--- config.mk ---
export PLATFORM = sky130hd
export DESIGN_NAME = uart_flag_ctrl
export DESIGN_NICKNAME = d
export VERILOG_FILES = /design/src/rtl/uart_flag_ctrl.sv
export SDC_FILE = /design/constraint.sdc
export NUM_CORES = 1
export LEC_CHECK = 0
export ABC_AREA = 1
export BUFFER_PORTS_ARGS = -buffer_cell sky130_fd_sc_hd__buf_2
export CAP_MARGIN = 40
export CORE_UTILIZATION = 34
export CTS_CLUSTER_DIAMETER = 200
export DETAILED_ROUTE_END_ITERATION = 7
export GPL_ROUTABILITY_DRIVEN = 1
export GPL_TIMING_DRIVEN = 0
export HOLD_SLACK_MARGIN = 0.08
export PLACE_DENSITY = 0.84
export SYNTH_ARGS = -nofsm -noshare
export SYNTH_HDL_FRONTEND = slang
export SYNTH_SLANG_ARGS = --single-unit
--- constraint.sdc ---
create_clock -name clk -period 2 [get_ports clk]
set_clock_uncertainty 0.1 [all_clocks]
set_input_delay 0.4 -clock clk [delete_from_list [all_inputs] [get_ports clk]]
set_output_delay 0.4 -clock clk [all_outputs]
set_load 0.05 [all_outputs]
--- src/rtl/uart_flag_ctrl.sv ---
module uart_flag_ctrl #(
  parameter int STAT_W = 32
) (
  input  logic              clk,
  input  logic              rst_n,
  input  logic              ev_shift_load,
  input  logic              ev_frame_done,
  input  logic              ev_rx_load,
  input  logic              ev_idle,
  input  logic              ev_break,
  input  logic              cts_line,
  input  logic              cts_en,
  input  logic              bus_stat_rd,
  input  logic              bus_stat_wr,
  input  logic              bus_data_rd,
  input  logic              bus_data_wr,
  input  logic [STAT_W-1:0] bus_wdata,
  input  logic [5:0]        ie,
  output logic [STAT_W-1:0] status,
  output logic              irq
);
  localparam int PAD_W = STAT_W - 10;

  logic cts_q, f_cts, f_brk, f_txe, f_tc, f_rxne, f_idle;
  logic arm_tc, arm_idle, idle_lock;

  wire cts_set  = cts_en & (cts_line ^ cts_q);
  wire cts_clr  = bus_stat_wr & ~bus_wdata[9];
  wire brk_clr  = bus_stat_wr & ~bus_wdata[8];
  wire tc_set   = ev_frame_done & f_txe;
  wire tc_clr   = (bus_data_wr & arm_tc) | (bus_stat_wr & ~bus_wdata[6]);
  wire rxne_clr = bus_data_rd | (bus_stat_wr & ~bus_wdata[5]);
  wire idle_set = ev_idle & ~idle_lock;
  wire idle_clr = bus_data_rd & arm_idle;

  always_ff @(posedge clk) begin
    if (!rst_n) begin
      cts_q     <= 1'b1;
      f_cts     <= 1'b0;
      f_brk     <= 1'b0;
      f_txe     <= 1'b1;
      f_tc      <= 1'b1;
      f_rxne    <= 1'b0;
      f_idle    <= 1'b0;
      arm_tc    <= 1'b0;
      arm_idle  <= 1'b0;
      idle_lock <= 1'b0;
    end else begin
      cts_q  <= cts_line;
      f_cts  <= cts_set       | (f_cts  & ~cts_clr);
      f_brk  <= ev_break      | (f_brk  & ~brk_clr);
      f_txe  <= ev_shift_load | (f_txe  & ~bus_data_wr);
      f_tc   <= tc_set        | (f_tc   & ~tc_clr);
      f_rxne <= ev_rx_load    | (f_rxne & ~rxne_clr);
      f_idle <= idle_set      | (f_idle & ~idle_clr);

      if (bus_stat_wr)      arm_tc <= 1'b0;
      else if (bus_stat_rd) arm_tc <= f_tc;
      else if (bus_data_wr) arm_tc <= 1'b0;

      if (bus_stat_wr)      arm_idle <= 1'b0;
      else if (bus_stat_rd) arm_idle <= f_idle;
      else if (bus_data_rd) arm_idle <= 1'b0;

      if (idle_set)        idle_lock <= 1'b1;
      else if (ev_rx_load) idle_lock <= 1'b0;
    end
  end

  wire [5:0] flags = {f_cts, f_brk, f_txe, f_tc, f_rxne, f_idle};

  assign status = {{PAD_W{1'b0}}, flags, 4'b0000};
  assign irq    = |(flags & ie);
endmodule

==> results.py <==
metrics = {
    "floorplan": {
        "die_w_um": 46.74,
        "core-area_sq_um": 1802,
        "rows": 15,
        "die-area_sq_um": 2185,
        "boundaryPins": 84,
        "die_height_um": 46.74,
        "start_util": 0.3778,
    },
    "hold_path": {
        "min_path_type": "in2reg",
        "hold_depth": 3,
        "min_from": "ev_shift_load",
        "holdPathEnd": "f_txe$_SDFF_PN1_",
    },
    "grt": {
        "grt.overflow.total": 0,
        "grt_usage": 0.1475,
        "grt_pass1_vias": 567,
        "grt_max_degree": 8,
        "grt_pass1_wl_mm": 2.139,
        "antenna_found_initial": 0,
    },
    "sta": {
        "setup_viol": 0,
        "rsz0062_at_grt": "false",
        "hold_viol": 0,
        "clock.fmax_mhz": 595.6,
        "fin_ws_ns": 0.3211,
        "finalCriticalPeriod_ns": 1.679,
        "slew_viol_final": 0,
        "setup_tns_ns": 0,
        "min_period_over_period": 0.8394,
    },
    "routing": {
        "firstDrtPassIters": 4,
        "dr_total_vias": 670,
        "antenna_left": 0,
        "routed_via_density": 3.764,
        "drcViolationCount": 0,
        "routed_wl_mm": 1.488,
        "first_iter_violations": 5,
        "avgRoutedWirePerCell_um": 8.360,
    },
    "clocking": {
        "clk_latency_ns": 0.28,
        "cts_root_buf": "clkbuf_4",
        "cts_buffers": 3,
        "hold_buffers": 0,
        "cts_tree": "built",
        "clk_pin_slew_ns": 0.07,
        "post_cts_buffers": 0,
        "clk_path_buf_depth": 2,
        "cts_sinks": 10,
        "ctsHtreeMaxLevel": 1,
        "cts.repair.resized": 0,
    },
    "pwr": {
        "p_leak_nw": 0.6091,
        "power.density_nw_per_um2": 684.4,
        "irDropWorstVdd_mv": 0.2793,
    },
    "setup_path": {
        "reg2reg_setup_slack_ns": 1.19,
        "r2r_cells": 4,
        "end_kind": "output pin",
        "arrival_ns": 1.18,
        "r2r_start": "cts_q$_SDFF_PN1_",
        "required_ns": 1.50,
        "critPathKind": "reg2out",
        "reg2reg_to": "f_cts$_SDFF_PN0_",
        "critPathLaunchType": "register",
        "critical_path.max_fanout": 4,
    },
    "final_layout": {
        "area_delta_synth_final_pct": 45.04,
        "post-route-util": 0.5479,
        "n_antenna_cell": 0,
        "nNetsFinal": 205,
        "layout-drive-gt1-share": 0.4641,
    },
    "synthesis": {
        "yosysSeqAreaShare": 0.2941,
        "synth.top_cell.area_share": 0.3529,
        "syn_area_sq_um": 680.7,
        "ys_warn_count": 0,
        "synth_seq_cells": 10,
        "yosysTopAreaCell": "buf_4",
        "syn_avg_cell_area_sq_um": 7.165,
        "yosys-top-cells-area": "buf_4, dfxtp_1, nand2_1",
        "synthDistinctLibCells": 14,
        "syn_inst": 95,
    },
    "status": {
        "status": "finished, final reports clean",
    },
    "placed_design": {
        "dp_hpwl_mm": 1.274,
        "dpl_worst_slack_ns": 0.5250,
        "port_buffers": 29,
        "gp_congestion": 0.6871,
    },
    "run": {
        "maxCapViolations": 0,
    },
}
kinds of logic after synthesis:
family,after synthesis,synth area share
flip-flops,10,0.2941
AND/OR/NAND/NOR,27,0.1728
buffers and inverters,43,0.4136
other,1,0.005509
AO/OA/AOI/OAI,14,0.1140
layer usage:
metal  wire length [um]  GRT usage  vias to the layer above  part of all wire
met5                  0          0                        -                 0
met2                785     0.2861                       33              0.53
met4                 33    0.08571                        0             0.022
met3                138    0.05000                        6             0.093
met1                531     0.1291                      281              0.36
li1                   -          -                      350                 -
cell usage after synthesis:
library cell  count
a21oi_1           9
buf_4            32
conb_1            1
dfxtp_1          10
inv_1            10
inv_2             1
nand2_1          19
nand3_1           3
nor2_1            2
nor2_2            2
nor2_4            1
o21ai_0           1
o21ai_1           2
o21ai_2           2
final cells by class:
class / count / area, sq um
buffer: 32 / 240.2
clock buffer: 4 / 36.28
fill: 178 / 814.5
inverter: 11 / 41.29
multi-input combinational: 67 / 292.8
sequential: 10 / 200.2
tap: 25 / 31.28
timing repair buffer: 29 / 145.1
cell usage in the layout, fill, tap and decap left out, types with 2 or more instances in the layout:
| cell type | netlist | layout |
|---|---|---|
| nor2_2 | 2 | 2 |
| buf_4 | 32 | 32 |
| o21ai_1 | 2 | 2 |
| clkbuf_4 | 0 | 3 |
| inv_1 | 10 | 10 |
| nand3_1 | 3 | 3 |
| nor2_1 | 2 | 2 |
| nand2_1 | 19 | 19 |
| dfxtp_1 | 10 | 10 |
| buf_2 | 0 | 29 |
| a21oi_1 | 9 | 9 |
| o21ai_2 | 2 | 2 |
| conb_1 | 1 | 26 |
power by group:
part | leakage, nW | switching (W) | internal [W]
Clock | 0.0210 | 0.0000805 | 0.000111
Sequential | 0.0829 | 0.0000105 | 0.000211
Combinational | 0.505 | 0.000182 | 0.0000798
Total | 0.609 | 0.000273 | 0.000402
worst max-delay path, cell delays in order, from the launching register on:
cell and delay [ns]:
dfxtp_1 0.41, nand2_1 0.07, nand2_1 0.07, nor2_1 0.04, nand3_1 0.05, buf_2 0.26
metrics by stage:
| stage | power (W) | hold slack, ns | cells | cell area, sq um |
|---|---|---|---|---|
| after CTS | 0.0006736 | 0.2009 | 178 | 987.2 |
| after global routing | 0.0007016 | 0.2196 | 178 | 987.2 |
| after floorplan | 0.0004459 | 0.3433 | 120 | 774.5 |
| final | 0.0006757 | 0.2002 | 178 | 987.2 |
| after detailed placement | 0.0004866 | 0.3723 | 174 | 950.9 |
| after global placement | 0.0004819 | 0.3520 | 174 | 950.9 |
sequential cells by signal (all words and copies together) (netlist names):
signal	cells
f_idle	1
f_brk	1
idle_lock	1
f_tc	1
arm_idle	1
f_cts	1
cts_q	1
f_txe	1
arm_tc	1
f_rxne	1
worst max path at each step:
| stage | startpoint | end | slack (ns) |
|---|---|---|---|
| final | f_idle$_SDFF_PN0_ | irq | 0.32 |
| after global routing | f_idle$_SDFF_PN0_ | irq | 0.27 |
| after CTS | f_idle$_SDFF_PN0_ | irq | 0.31 |
| after detailed placement | ie[3] | irq | 0.53 |
| after global placement | ie[3] | irq | 0.52 |
| after floorplan | ie[3] | irq | 0.54 |
(Power assumes the default switching activity.)
